`src/rtl/spi_rb_pkg.sv`:
```
package spi_rb_pkg;
  localparam int DATA_W    = 32;
  localparam int BYTE_W    = 8;
  localparam int NBYTES    = DATA_W / BYTE_W;
  localparam int HDR_W     = 24;
  localparam int WADDR_W   = HDR_W - 1;
  localparam int PAD_W     = 4;
  localparam int FMT_W     = 2;
  localparam int IFNUM_W   = 8;
  localparam int IFNUM_LSB = 24;
  localparam int ERR_BIT   = 16;
  localparam int MAX_BITS  = HDR_W + ((1 << PAD_W) - 1) * BYTE_W + DATA_W;
  localparam int CNT_W     = $clog2(MAX_BITS + 1);

  typedef enum logic [1:0] {PH_HDR, PH_WR, PH_RD, PH_END} phase_e;

  // Wire-order word <-> register word. The mapping is its own inverse.
  function automatic logic [DATA_W-1:0] fmt_map(input logic [DATA_W-1:0] v,
                                                input logic [FMT_W-1:0] code);
    logic [DATA_W-1:0] r;
    logic [BYTE_W-1:0] b;
    logic [BYTE_W-1:0] rb;
    r = '0;
    for (int k = 0; k < NBYTES; k++) begin
      b = v[DATA_W-1-k*BYTE_W -: BYTE_W];
      for (int j = 0; j < BYTE_W; j++) rb[j] = b[BYTE_W-1-j];
      if (code[1]) b = rb;
      if (code[0]) r[DATA_W-1-k*BYTE_W -: BYTE_W] = b;
      else         r[k*BYTE_W +: BYTE_W] = b;
    end
    return r;
  endfunction

  // Format code laid out so that any byte or bit order decodes it the same way.
  function automatic logic [DATA_W-1:0] fmt_word(input logic [FMT_W-1:0] code);
    logic [BYTE_W-1:0] p;
    p = '0;
    p[0] = code[0];
    p[1] = code[1];
    p[BYTE_W-2] = code[1];
    p[BYTE_W-1] = code[0];
    return {NBYTES{p}};
  endfunction
endpackage

```
`src/rtl/spi_rb_sync.sv`:
```
module spi_rb_sync #(
  parameter int          W      = 1,
  parameter int          STAGES = 2,
  parameter logic [W-1:0] INIT  = '0
) (
  input  logic         clk,
  input  logic         rst_n,
  input  logic [W-1:0] d,
  output logic [W-1:0] q
);
  for (genvar i = 0; i < W; i++) begin : g_bit
    logic [STAGES-1:0] chain;
    always_ff @(posedge clk or negedge rst_n) begin
      if (!rst_n) chain <= {STAGES{INIT[i]}};
      else        chain <= {chain[STAGES-2:0], d[i]};
    end
    assign q[i] = chain[STAGES-1];
  end
endmodule

```
`src/rtl/spi_rb_link.sv`:
```
module spi_rb_link
  import spi_rb_pkg::*;
(
  input  logic              clk,
  input  logic              rst_n,
  input  logic              sclk_s,
  input  logic              cs_idle,
  input  logic              mosi_s,
  input  logic              load_tx,
  input  logic [DATA_W-1:0] tx_word,
  output logic              miso,
  output logic              bit_done,
  output logic              fall_evt,
  output logic [CNT_W-1:0]  bit_cnt,
  output logic [DATA_W-1:0] rx_word
);
  localparam logic [CNT_W-1:0] CNT_MAX = '1;

  logic              sclk_q;
  logic              rise_evt;
  logic [DATA_W-1:0] tx_q;

  assign rise_evt = sclk_s & ~sclk_q & ~cs_idle;
  assign fall_evt = ~sclk_s & sclk_q & ~cs_idle;
  assign miso     = tx_q[DATA_W-1];

  always_ff @(posedge clk or negedge rst_n) begin
    if (!rst_n) begin
      sclk_q   <= 1'b0;
      bit_done <= 1'b0;
      bit_cnt  <= '0;
      rx_word  <= '0;
      tx_q     <= '0;
    end else begin
      sclk_q <= sclk_s;
      if (cs_idle) begin
        bit_done <= 1'b0;
        bit_cnt  <= '0;
        tx_q     <= '0;
      end else begin
        bit_done <= rise_evt;
        if (rise_evt) begin
          rx_word <= {rx_word[DATA_W-2:0], mosi_s};
          if (bit_cnt != CNT_MAX) bit_cnt <= bit_cnt + 1'b1;
        end
        if (fall_evt) begin
          if (load_tx) tx_q <= tx_word;
          else         tx_q <= {tx_q[DATA_W-2:0], 1'b0};
        end
      end
    end
  end
endmodule

```
`src/rtl/spi_rb_busm.sv`:
```
module spi_rb_busm
  import spi_rb_pkg::*;
(
  input  logic               clk,
  input  logic               rst_n,
  input  logic               launch,
  input  logic [WADDR_W-1:0] l_addr,
  input  logic               l_we,
  input  logic [DATA_W-1:0]  l_wdata,
  output logic               bus_valid,
  input  logic               bus_ready,
  output logic [WADDR_W-1:0] bus_addr,
  output logic               bus_we,
  output logic [DATA_W-1:0]  bus_wdata,
  input  logic [DATA_W-1:0]  bus_rdata,
  output logic               rd_done,
  output logic [DATA_W-1:0]  rd_data
);
  logic accept;
  assign accept = bus_valid & bus_ready;

  always_ff @(posedge clk or negedge rst_n) begin
    if (!rst_n) begin
      bus_valid <= 1'b0;
      bus_addr  <= '0;
      bus_we    <= 1'b0;
      bus_wdata <= '0;
      rd_done   <= 1'b0;
      rd_data   <= '0;
    end else begin
      rd_done <= 1'b0;
      if (accept) begin
        bus_valid <= 1'b0;
        if (!bus_we) begin
          rd_done <= 1'b1;
          rd_data <= bus_rdata;
        end
      end
      if (launch && (!bus_valid || accept)) begin
        bus_valid <= 1'b1;
        bus_addr  <= l_addr;
        bus_we    <= l_we;
        bus_wdata <= l_wdata;
      end
    end
  end
endmodule

```
`src/rtl/spi_rb_ctrl.sv`:
```
module spi_rb_ctrl
  import spi_rb_pkg::*;
#(
  parameter logic [WADDR_W-1:0] LOCAL_BASE = '0,
  parameter logic [IFNUM_W-1:0] IF_CODE    = 8'd2
) (
  input  logic               clk,
  input  logic               rst_n,
  input  logic               cs_idle,
  input  logic               bit_done,
  input  logic               fall_evt,
  input  logic [CNT_W-1:0]   bit_cnt,
  input  logic [DATA_W-1:0]  rx_word,
  input  logic               rd_done,
  input  logic [DATA_W-1:0]  rd_data,
  output logic               load_tx,
  output logic [DATA_W-1:0]  tx_word,
  output logic               launch,
  output logic [WADDR_W-1:0] l_addr,
  output logic               l_we,
  output logic [DATA_W-1:0]  l_wdata,
  output logic [FMT_W-1:0]   fmt_q,
  output logic               err_q,
  output logic               wr_evt
);
  localparam logic [CNT_W-1:0] HDR_DONE = CNT_W'(HDR_W);
  localparam logic [CNT_W-1:0] WR_DONE  = CNT_W'(HDR_W + DATA_W);

  phase_e             phase;
  logic [WADDR_W-1:0] hdr_addr;
  logic               is_local;
  logic               sel_cfg;
  logic               rd_rdy;
  logic [DATA_W-1:0]  rd_buf;
  logic [PAD_W-1:0]   pad_q;

  logic               hdr_fire, wr_fire;
  logic               hdr_we_now, local_now, cfg_now;
  logic [WADDR_W-1:0] hdr_addr_now;
  logic [CNT_W-1:0]   deadline;
  logic [DATA_W-1:0]  wdata_dec;
  logic [DATA_W-1:0]  cfg_word;

  assign hdr_addr_now = rx_word[WADDR_W-1:0];
  assign hdr_we_now   = rx_word[HDR_W-1];
  assign cfg_now      = (hdr_addr_now == LOCAL_BASE + WADDR_W'(1));
  assign local_now    = (hdr_addr_now == LOCAL_BASE) || cfg_now;

  assign hdr_fire = bit_done && !cs_idle && (phase == PH_HDR) && (bit_cnt == HDR_DONE);
  assign wr_fire  = bit_done && !cs_idle && (phase == PH_WR) && (bit_cnt == WR_DONE);

  assign deadline  = HDR_DONE + CNT_W'(pad_q) * CNT_W'(BYTE_W);
  assign load_tx   = fall_evt && (phase == PH_RD) && (bit_cnt == deadline);
  assign tx_word   = rd_rdy ? fmt_map(rd_buf, fmt_q) : '0;
  assign wdata_dec = fmt_map(rx_word, fmt_q);

  always_comb begin
    cfg_word = '0;
    cfg_word[IFNUM_LSB +: IFNUM_W] = IF_CODE;
    cfg_word[ERR_BIT]              = err_q;
    cfg_word[PAD_W-1:0]            = pad_q;
  end

  assign launch  = (hdr_fire && !hdr_we_now && !local_now) || (wr_fire && !is_local);
  assign l_addr  = hdr_fire ? hdr_addr_now : hdr_addr;
  assign l_we    = wr_fire;
  assign l_wdata = wdata_dec;
  assign wr_evt  = wr_fire && is_local;

  always_ff @(posedge clk or negedge rst_n) begin
    if (!rst_n) begin
      phase    <= PH_HDR;
      hdr_addr <= '0;
      is_local <= 1'b0;
      sel_cfg  <= 1'b0;
      rd_rdy   <= 1'b0;
      rd_buf   <= '0;
      fmt_q    <= '0;
      pad_q    <= '0;
      err_q    <= 1'b0;
    end else begin
      if (rd_done && phase == PH_RD && !rd_rdy) begin
        rd_rdy <= 1'b1;
        rd_buf <= rd_data;
      end
      if (cs_idle) begin
        phase  <= PH_HDR;
        rd_rdy <= 1'b0;
      end else begin
        if (hdr_fire) begin
          hdr_addr <= hdr_addr_now;
          is_local <= local_now;
          sel_cfg  <= cfg_now;
          phase    <= hdr_we_now ? PH_WR : PH_RD;
          rd_rdy   <= local_now;
          rd_buf   <= cfg_now ? cfg_word : fmt_word(fmt_q);
        end
        if (wr_fire) begin
          phase <= PH_END;
          if (is_local) begin
            if (sel_cfg) begin
              pad_q <= wdata_dec[PAD_W-1:0];
              err_q <= 1'b0;
            end else begin
              fmt_q <= wdata_dec[FMT_W-1:0];
            end
          end
        end
        if (load_tx && !rd_rdy) err_q <= 1'b1;
      end
    end
  end
endmodule

```
`src/rtl/spi_reg_bridge.sv`:
```
module spi_reg_bridge
  import spi_rb_pkg::*;
#(
  parameter int                 SYNC_STAGES = 2,
  parameter logic [WADDR_W-1:0] LOCAL_BASE  = '0,
  parameter logic [IFNUM_W-1:0] IF_CODE     = 8'd2
) (
  input  logic               clk,
  input  logic               rst_n,
  input  logic               spi_sclk,
  input  logic               spi_cs_n,
  input  logic               spi_mosi,
  output logic               spi_miso,
  output logic               bus_valid,
  input  logic               bus_ready,
  output logic [WADDR_W-1:0] bus_addr,
  output logic               bus_we,
  output logic [DATA_W-1:0]  bus_wdata,
  input  logic [DATA_W-1:0]  bus_rdata
);
  logic [2:0]         pins_s;
  logic               cs_idle, sclk_s, mosi_s;
  logic               bit_done, fall_evt, load_tx;
  logic [CNT_W-1:0]   bit_cnt;
  logic [DATA_W-1:0]  rx_word, tx_word;
  logic               launch, l_we, rd_done, err_q, wr_evt;
  logic [WADDR_W-1:0] l_addr;
  logic [DATA_W-1:0]  l_wdata, rd_data;
  logic [FMT_W-1:0]   fmt_q;

  spi_rb_sync #(.W(3), .STAGES(SYNC_STAGES), .INIT(3'b100)) sync_i (
    .clk(clk), .rst_n(rst_n),
    .d({spi_cs_n, spi_sclk, spi_mosi}),
    .q(pins_s)
  );
  assign cs_idle = pins_s[2];
  assign sclk_s  = pins_s[1];
  assign mosi_s  = pins_s[0];

  spi_rb_link link_i (
    .clk(clk), .rst_n(rst_n), .sclk_s(sclk_s), .cs_idle(cs_idle), .mosi_s(mosi_s),
    .load_tx(load_tx), .tx_word(tx_word), .miso(spi_miso), .bit_done(bit_done),
    .fall_evt(fall_evt), .bit_cnt(bit_cnt), .rx_word(rx_word)
  );

  spi_rb_ctrl #(.LOCAL_BASE(LOCAL_BASE), .IF_CODE(IF_CODE)) ctrl_i (
    .clk(clk), .rst_n(rst_n), .cs_idle(cs_idle), .bit_done(bit_done),
    .fall_evt(fall_evt), .bit_cnt(bit_cnt), .rx_word(rx_word), .rd_done(rd_done),
    .rd_data(rd_data), .load_tx(load_tx), .tx_word(tx_word), .launch(launch),
    .l_addr(l_addr), .l_we(l_we), .l_wdata(l_wdata), .fmt_q(fmt_q),
    .err_q(err_q), .wr_evt(wr_evt)
  );

  spi_rb_busm busm_i (
    .clk(clk), .rst_n(rst_n), .launch(launch), .l_addr(l_addr), .l_we(l_we),
    .l_wdata(l_wdata), .bus_valid(bus_valid), .bus_ready(bus_ready),
    .bus_addr(bus_addr), .bus_we(bus_we), .bus_wdata(bus_wdata),
    .bus_rdata(bus_rdata), .rd_done(rd_done), .rd_data(rd_data)
  );
endmodule

```
`config.mk`:
```
export PLATFORM = sky130hd
export DESIGN_NAME = spi_reg_bridge
export DESIGN_NICKNAME = d
export VERILOG_FILES = /design/src/rtl/spi_rb_pkg.sv /design/src/rtl/spi_rb_sync.sv /design/src/rtl/spi_rb_link.sv /design/src/rtl/spi_rb_busm.sv /design/src/rtl/spi_rb_ctrl.sv /design/src/rtl/spi_reg_bridge.sv
export SDC_FILE = /design/constraint.sdc
export NUM_CORES = 1
export LEC_CHECK = 0
export ABC_AREA = 1
export ABC_CLOCK_PERIOD_IN_PS = 2600
export BUFFER_PORTS_ARGS = -buffer_cell sky130_fd_sc_hd__buf_4
export CAP_MARGIN = 20
export CORE_MARGIN = 2
export CORE_UTILIZATION = 30
export DETAILED_ROUTE_END_ITERATION = 10
export SLEW_MARGIN = 30
export SYNTH_ARGS = -nofsm -noshare
export SYNTH_HDL_FRONTEND = slang
export SYNTH_SLANG_ARGS = --single-unit
```
`constraint.sdc`:
```
create_clock -name clk -period 2.6 [get_ports clk]
set_clock_uncertainty 0.05 [all_clocks]
set_input_delay 0.52 -clock clk [delete_from_list [all_inputs] [get_ports clk]]
set_output_delay 0.52 -clock clk [all_outputs]
set_load 0.005 [all_outputs]
```
==> flow_summary.toml, run 1 <==
[grt]
grt_pass1_vias = 9634
grt_pass1_wl_um = 51500
grt_antenna_before_repair = 0
overflow = 0
gr-usage-all-layers = 0.154
grt_max_degree = 68

[layout]
area_delta_synth_final_pct = 18.4
fillers = 4018
multi_input_area_um2 = 4760
drive_gt1_frac = 0.116
seq_area_um2 = 5940
antenna_cells = 0
nets = 1636

[status]
status = "finished, final reports clean"

[logic_synthesis]
yosysWarningCount = 0
ys_seq_area_frac = 0.510
ys_types = 31
syn_avg_cell_area_um2 = 7.57
syn_nets = 1578
netlist_area_um2 = 11600
synth_seq_cells = 237
synthCells = 1537

[routing]
vias_per_cell = 4.72
drc = 0
antenna_left = 0
drtPass1Iterations = 6
drtIter0Drc = 685
dr_total_vias = 10100
detail_route.wl_per_cell_um = 14.6
routed_wl_um = 31000

[setup_path]
crit_chain = "inv_1 > ha_1 > nand2_1 > nor2_4 > nand3_2 > buf_12 > o21ai_0 > nand3_1 > nand2_1"
rrSetupSlack_ns = 0.29
cp.arrival_ns = 2.72
cp.required_ns = 3.01
cpMaxStageDelayCell = "o21ai_0"
start_kind = "flip-flop"
critPathMaxFanout = 46
max_stage_delay_ns = 0.47
end_kind = "flip-flop"
critical_path_class = "reg2reg"
crit_buf_inv = 2
cp_top_family = "simple AND/OR/NAND/NOR gates"
critPathMostFrequentCell = "nand2_1"

[timing]
slew_viol_final = 0
slew_headroom = 0.382
fin_crit_ns = 2.31
fmax_mhz = 433
fin_tns_setup_ns = 0
hold_viol = 0
period_share = 0.888
rsz0062_at_grt = "false"
setup_viol = 0
tightestPinTransition_ns = 0.924

[floorplan]
coreArea_um2 = 38500
die_w_um = 201
die_h_um = 201
die_area_um2 = 40400
start_util = 0.303
num_rows = 72
io_pins = 96

[clock_tree]
insertion_delay_ns = 0.55
clockRootBuffer = "clkbuf_16"
cts_setup_buffers = 0
cts_max_level = 1
post_cts_resized = 0
cts-buffers-inserted = 26
clk_pin_slew_worst_paths_ns = 0.06
clk_path_buf_depth = 3
clock_sinks = 237
tritoncts = "done"
postCtsHoldBufs = 1

[min_path]
hold_class = "in2reg"

[job]
cap_violations = 0

[power]
power_leakage_nw = 6.92
design_power_total_mw = 8.04
powerDensity_nw_per_um2 = 583
peakVddDrop_mv = 0.455

[placement]
place_congestion = 0.846
dp_hpwl_um = 21700
port_buffers = 95
[synth_stat cells]
library cell / instances / area, µm²
inv_4: 1 / 6.26
nor2_1: 42 / 158
nand4_1: 7 / 43.8
nor2_4: 1 / 11.3
dfstp_2: 2 / 52.6
nand2_1: 576 / 2160
o22ai_1: 3 / 18.8
nand3_1: 179 / 896
o21ai_0: 169 / 846
a31oi_1: 1 / 6.26
o21ai_1: 2 / 10.0
o211ai_1: 34 / 255
buf_2: 21 / 105
clkbuf_1: 58 / 218
buf_4: 1 / 7.51
nand2_2: 3 / 18.8
dfrtp_1: 235 / 5880
nand3_2: 1 / 10.0
buf_6: 9 / 101
xnor2_1: 1 / 8.76
nor2_2: 3 / 18.8
nor3_1: 11 / 55.1
inv_1: 132 / 495
inv_2: 4 / 15.0
xor2_1: 2 / 17.5
a21oi_1: 22 / 110
or2_2: 4 / 25.0
o31ai_1: 4 / 30.0
clkinv_1: 1 / 3.75
ha_1: 3 / 37.5
buf_1: 5 / 18.8
[power by group]
group	switching, mW	leakage, nW	internal (mW)
Sequential	0.0570	3.25	3.75
Clock	1.50	0.432	2.33
Combinational	0.270	3.24	0.122
Total	1.83	6.92	6.21
[per-stage QoR]
step	util	area, µm²	worst slack (ns)	hold WS, ns	instances
final	0.358	13800	0.292	0.0290	2131
after global routing	0.358	13800	0.201	0.0127	2131
after CTS	0.358	13800	0.333	0.00563	2131
after detailed placement	0.335	12900	0.377	0.285	2084
after global placement	0.335	12900	0.355	0.284	2084
after floorplan	-	11600	0.768	0.174	1537
[registers in the layout, summed over array words and instances, names as in the netlist]
signal and flops:
busm_i.bus_addr 23, busm_i.bus_valid 1, busm_i.bus_wdata 32, busm_i.bus_we 1, busm_i.rd_data 32, busm_i.rd_done 1, ctrl_i.err_q 1, ctrl_i.fmt_q 2
ctrl_i.hdr_addr 23, ctrl_i.is_local 1, ctrl_i.pad_q 4, ctrl_i.phase 2, ctrl_i.rd_buf 32, ctrl_i.rd_rdy 1, ctrl_i.sel_cfg 1, link_i.bit_cnt 8
link_i.bit_done 1, link_i.rx_word 32, link_i.sclk_q 1, link_i.tx_q 32, sync_i.g_bit.chain 6
[cells in the final DEF (no fill, tap or decap), types with 2 or more instances in the layout]
master     count
nand3_1      179
nor2_1        42
nand2_1      575
buf_12         8
nor3_1         9
ha_1           3
xor2_1         2
nor3_2         2
clkbuf_16     27
o211ai_1      34
nand4_1        7
o21ai_0      169
clkbuf_1       8
bufinv_16      3
nand2_2        4
o31ai_1        4
inv_2          5
a21oi_1       21
clkinv_2       3
buf_4        114
dfstp_2        2
or2_2          4
o21ai_1        2
nor2_2         3
inv_1        131
clkbuf_8       5
o22ai_1        3
dfrtp_1      233
[cell type report]
cell class / count / share of cell area
repair buffers: 124 / 0.0755
clock buffers: 40 / 0.0562
inverters: 138 / 0.0377
clock inverters: 6 / 0.00762
multi-input cells: 1068 / 0.345
flip-flops and latches: 237 / 0.431
well taps: 518 / 0.0470
[path summary, 6_finish.rpt]
| path | cells after the start | from | to |
|---|---|---|---|
| hold reg to reg | 0 | sync_i.g_bit[1].chain[0]$_DFF_PN0_ | sync_i.g_bit[1].chain[1]$_DFF_PN0_ |
| setup / recovery | 9 | link_i.bit_cnt[0]$_DFFE_PN0P_ | busm_i.bus_addr[9]$_DFFE_PN0P_ |
| setup reg to reg | 9 | link_i.bit_cnt[0]$_DFFE_PN0P_ | busm_i.bus_addr[9]$_DFFE_PN0P_ |
| min in group asynchronous | 2 | rst_n | busm_i.bus_addr[3]$_DFFE_PN0P_ |
| hold / removal | 1 | spi_mosi | sync_i.g_bit[0].chain[0]$_DFF_PN0_ |
| max in group asynchronous | 3 | rst_n | busm_i.bus_wdata[26]$_DFFE_PN0P_ |
[cells by family (layout without fill, tap and decap cells)]
kind of cell	Yosys count	after routing	synth area share
xor gates and xnor gates	3	3	0.00226
adders and majority gates	3	3	0.00322
buffers and inverters	232	308	0.0834
and+or+nand+nor	827	827	0.292
DFF	237	237	0.510
AOI/OAI and AO/OA	235	235	0.110
[routing by layer]
layer / track usage / share of wire / vias up / wire length (µm)
li1: - / - / 5039 / -
met1: 0.233 / 0.50 / 4757 / 15400
met2: 0.230 / 0.43 / 221 / 13500
met3: 0.0227 / 0.052 / 35 / 1600
met4: 0.0397 / 0.018 / 0 / 570
met5: 0 / 0 / - / 0
Power figures use the tool's default switching activity.
==> run 2, diff against run 1 <==
==> constraint.sdc (replaced) <==
create_clock -name clk -period 2.6 [get_ports clk]
set_clock_uncertainty 0.05 [all_clocks]
set_input_delay 0.13 -clock clk [delete_from_list [all_inputs] [get_ports clk]]
set_output_delay 0.13 -clock clk [all_outputs]
set_load 0.005 [all_outputs]
==> flow_summary.toml, run 2 (synthesis gave the netlist of run 1 again) <==
[status]
status = "finished, final reports clean"

[min_path]
hold_class = "in2reg"

[setup_path]
critPathMaxFanout = 56
max_stage_delay_ns = 0.44
end_kind = "flip-flop"
crit_chain = "inv_1 > ha_1 > nand2_1 > nor2_4 > nand3_2 > nor2_2 > nand2_1 > nand2_2 > buf_4 > nand3_1 > nand2_1"
critPathMostFrequentCell = "nand2_1"
cp.required_ns = 3.01
cp.arrival_ns = 2.59
start_kind = "flip-flop"
cpMaxStageDelayCell = "buf_4"
critical_path_class = "reg2reg"

[placement]
port_buffers = 95
dp_hpwl_um = 21200
place_congestion = 0.858

[clock_tree]
insertion_delay_ns = 0.54
clk_pin_slew_worst_paths_ns = 0.06
tritoncts = "done"
post_cts_resized = 0
clk_path_buf_depth = 3
cts-buffers-inserted = 26
clockRootBuffer = "clkbuf_16"
cts_max_level = 1
clock_sinks = 237

[routing]
drtIter0Drc = 751
detail_route.wl_per_cell_um = 14.2
drc = 0
antenna_left = 0
dr_total_vias = 10100
routed_wl_um = 30600
vias_per_cell = 4.65
drtPass1Iterations = 5

[layout]
antenna_cells = 0
nets = 1670
area_delta_synth_final_pct = 21.2
layout_commonest_cell = "nand2_1"
drive_gt1_frac = 0.114
fillers = 4019
final_cell_mix = "nand2_1 (575), dfrtp_1 (233), nand3_1 (179)"

[floorplan]
num_rows = 72
die_h_um = 201
start_util = 0.303
die_w_um = 201
io_pins = 96
coreArea_um2 = 38500
die_area_um2 = 40400

[power]
seqPwrFrac = 0.472
swShare = 0.225
powerDensity_nw_per_um2 = 572
intPower_mw = 6.26
power_frac_comb = 0.054
peakVddDrop_mv = 0.351
p_sw_mw = 1.82
power_leakage_nw = 7.07
clkPwrFrac = 0.474

[timing]
setup_viol = 0
hold_slack_ns = 0.109
slew_headroom = 0.506
slew_viol_final = 0
period_share = 0.837
rsz0062_at_grt = "false"
fin_crit_ns = 2.18
fmax_mhz = 460
tightestPinTransition_ns = 0.741
fin_tns_setup_ns = 0
hold_viol = 0

[grt]
grt_antenna_before_repair = 0
grt_max_degree = 93
overflow = 0
grt_pass1_vias = 9641
gr-usage-all-layers = 0.153
grt_pass1_wl_um = 51100

[job]
cap_violations = 0
==> run 2: changes by cell type in the layout (fill, tap and decap cells not counted) <==
cell,change
buf_12,-2
bufinv_16,-1
clkbuf_8,+4
dlygate4sd3_1,+35
clkbuf_1,-1
clkinv_2,-1
a21oi_4,-1
a21oi_2,+1
buf_4,+1
==> run 2: critical path, delay by kind of cell (launching register included) <==
family                   cells  cell delay (ns)
buffers and inverters        2             0.55
adder cells (fa/ha/maj)      1             0.18
flip-flops                   1             0.40
AND/OR/NAND/NOR              8             0.87
==> run 2: per-stage QoR <==
stage	instance area, µm²	setup slack (ns)	power (mW)	utilization	std cells
after floorplan	11600	0.768	4.03	-	1537
after global placement	12900	0.475	4.27	0.334	2083
after detailed placement	12900	0.450	4.28	0.334	2083
after CTS	14100	0.423	8.18	0.367	2166
after global routing	14100	0.201	8.40	0.367	2166
final	14100	0.424	8.07	0.367	2166
==> run 2: per-layer routing <==
layer	track usage	routed length, µm	vias to the layer above
li1	-	-	5107
met2	0.231	13500	201
met3	0.0213	1370	33
met5	0	0	-
met1	0.229	15200	4737
met4	0.0402	561	0
==> run 2: timing repair <==
action / in CTS / in global routing
hold buffers: 36 / 0
setup buffers: 0 / 0
endpoints found under the hold margin: 119 / 0
==> run 2: path summary, 6_finish.rpt <==
| path | from | slack (ns) | endpoint | cells after the start |
|---|---|---|---|---|
| max in group asynchronous | rst_n | 1.56 | ctrl_i.fmt_q[1]$_DFFE_PN0P_ | 3 |
| worst max register to register | link_i.bit_cnt[0]$_DFFE_PN0P_ | 0.42 | busm_i.bus_wdata[12]$_DFFE_PN0P_ | 11 |
| min in group asynchronous | rst_n | 0.17 | busm_i.bus_addr[9]$_DFFE_PN0P_ | 2 |
| worst min register to register | sync_i.g_bit[1].chain[0]$_DFF_PN0_ | 0.30 | sync_i.g_bit[1].chain[1]$_DFF_PN0_ | 0 |
| worst min-delay path | bus_ready | 0.11 | busm_i.bus_valid$_DFFE_PN0P_ | 5 |
| worst max-delay path | link_i.bit_cnt[0]$_DFFE_PN0P_ | 0.42 | busm_i.bus_wdata[12]$_DFFE_PN0P_ | 11 |
==> run 2: cell type report <==
cell class              count  area, µm²  area share
well taps                 518        648      0.0459
multi-input cells        1068       4750       0.337
clock buffers              43        826      0.0585
repair buffers            158       1360      0.0963
clock inverters             4       70.1     0.00496
inverters                 138        520      0.0369
flip-flops and latches    237       5940       0.421
==> run 2: power by group through the flow <==
stage          combinational, mW  clock (mW)  sequential, mW
2_1_floorplan              0.176           0            3.86
3_3_place_gp               0.397           0            3.87
3_5_place_dp               0.401           0            3.88
4_1_cts                    0.446        3.92            3.81
5_1_grt                    0.500        4.09            3.82
6_report                   0.435        3.83            3.81
==> run 3, diff against run 2 <==
- ABC_CLOCK_PERIOD_IN_PS: 2600 -> 2250
- clock period: 2.6 -> 2.25 ns (I/O delays scaled with it)
==> flow_summary.toml, run 3 (synthesis gave the netlist of run 1 again) <==
[routing]
antenna_left = 0
routed_wl_um = 30700
drtIter0Drc = 702
drtPass1Iterations = 5
vias_per_cell = 4.72
drc = 0
detail_route.wl_per_cell_um = 14.2
dr_total_vias = 10300

[clock_tree]
clk_pin_slew_worst_paths_ns = 0.06
clk_path_buf_depth = 3
tritoncts = "done"
insertion_delay_ns = 0.55
cts-buffers-inserted = 26
cts_max_level = 1
clockRootBuffer = "clkbuf_16"
cts_setup_buffers = 0
clock_sinks = 237

[setup_path]
start_kind = "flip-flop"
max_stage_delay_ns = 0.39
cp.arrival_ns = 2.47
critPathMaxFanout = 55
crit_buf_inv = 2
end_kind = "flip-flop"
path_depth = 9
reg2reg_depth = 9
critPathMostFrequentCell = "nand2_1"
critical_path_class = "reg2reg"
cpMaxStageDelayCell = "dfrtp_1"
cp_top_family = "simple AND/OR/NAND/NOR gates"
cp.required_ns = 2.68
crit_chain = "inv_1 > ha_1 > nand2_1 > nor2_4 > nand3_2 > buf_12 > o21ai_1 > nand3_1 > nand2_1"

[timing]
setup_viol = 0
slew_viol_final = 0
fmax_mhz = 491
slew_headroom = 0.620
hold_viol = 0
tightestPinTransition_ns = 0.571
rsz0062_at_grt = "false"
period_share = 0.906
hold_slack_ns = 0.0485
fin_crit_ns = 2.04
fin_tns_setup_ns = 0
finalWorstSetupSlack_ns = 0.212

[job]
cap_violations = 0

[power]
power_leakage_nw = 7.17
peakVddDrop_mv = 0.345
design_power_total_mw = 9.88
seqPwrFrac = 0.446
power_frac_comb = 0.051
clkPwrFrac = 0.503
intPower_mw = 7.68
swShare = 0.222
p_sw_mw = 2.20
powerDensity_nw_per_um2 = 688

[grt]
grt_pass1_wl_um = 51700
use_met3 = 0.0234
grt_antenna_before_repair = 0
grt_pass1_vias = 9771
overflow = 0
gr-usage-all-layers = 0.154
grt_max_degree = 76
grt_use_met2 = 0.231
met1_usage = 0.229
busiest_layer = "met2"

[layout]
antenna_cells = 0
final_util = 0.373
drive_gt1_frac = 0.122
area_delta_synth_final_pct = 23.2
fillers = 3996
final_area_um2 = 14300
final_cell_mix = "nand2_1 (575), dfrtp_1 (233), nand3_1 (177)"
layout_commonest_cell = "nand2_1"
nets = 1676
fin_cells = 2172

[floorplan]
die_h_um = 201
coreArea_um2 = 38500
die_w_um = 201
io_pins = 96
start_util = 0.303
die_area_um2 = 40400
num_rows = 72

[placement]
place_ws_ns = 0.0533
dp_hpwl_um = 21600
place_congestion = 0.877
port_buffers = 95
numPlacedInstances = 2089
place_area_um2 = 13000

[status]
status = "finished, final reports clean"

[min_path]
hold_class = "in2async"
run 3: final timing paths:
kind                                                            to                          startpoint  slack (ns)
worst max-delay path                busm_i.bus_addr[9]$_DFFE_PN0P_       link_i.bit_cnt[0]$_DFFE_PN0P_        0.21
worst min register to register  sync_i.g_bit[1].chain[1]$_DFF_PN0_  sync_i.g_bit[1].chain[0]$_DFF_PN0_        0.30
worst max register to register      busm_i.bus_addr[9]$_DFFE_PN0P_       link_i.bit_cnt[0]$_DFFE_PN0P_        0.21
min in group clk                          busm_i.rd_done$_DFF_PN0_                           bus_ready        0.12
max in group asynchronous          ctrl_i.hdr_addr[17]$_DFFE_PN0N_                               rst_n        1.27
worst min-delay path                busm_i.bus_addr[6]$_DFFE_PN0P_                               rst_n        0.05
run 3: metal layers:
| layer | up-vias | part of all wire |
|---|---|---|
| met4 | 0 | 0.022 |
| met3 | 42 | 0.055 |
| met1 | 4863 | 0.49 |
| met2 | 222 | 0.43 |
| met5 | - | 0 |
| li1 | 5128 | - |
run 3: power by group through the flow:
stage                     Sequential (mW)  Clock (mW)  Combinational [mW]
after floorplan                      4.46           0               0.204
after global placement               4.48           0               0.445
after detailed placement             4.48           0               0.457
after CTS                            4.41        5.05               0.507
after global routing                 4.42        5.22               0.570
final                                4.41        4.96               0.504
run 3: layout make-up:
class | instances | area (µm²) | share of cell area
clock buffers | 32 | 714 | 0.0498
inverters | 138 | 520 | 0.0363
clock inverters | 15 | 279 | 0.0194
repair buffers | 164 | 1480 | 0.103
well taps | 518 | 648 | 0.0452
multi-input cells | 1068 | 4770 | 0.332
flip-flops and latches | 237 | 5940 | 0.414
run 3: timing repair:
action                                  in CTS  in global routing
gates resized for setup                      0                  6
hold endpoints to repair                   241                  0
endpoints found under the setup margin       0                 37
hold buffers                                36                  0
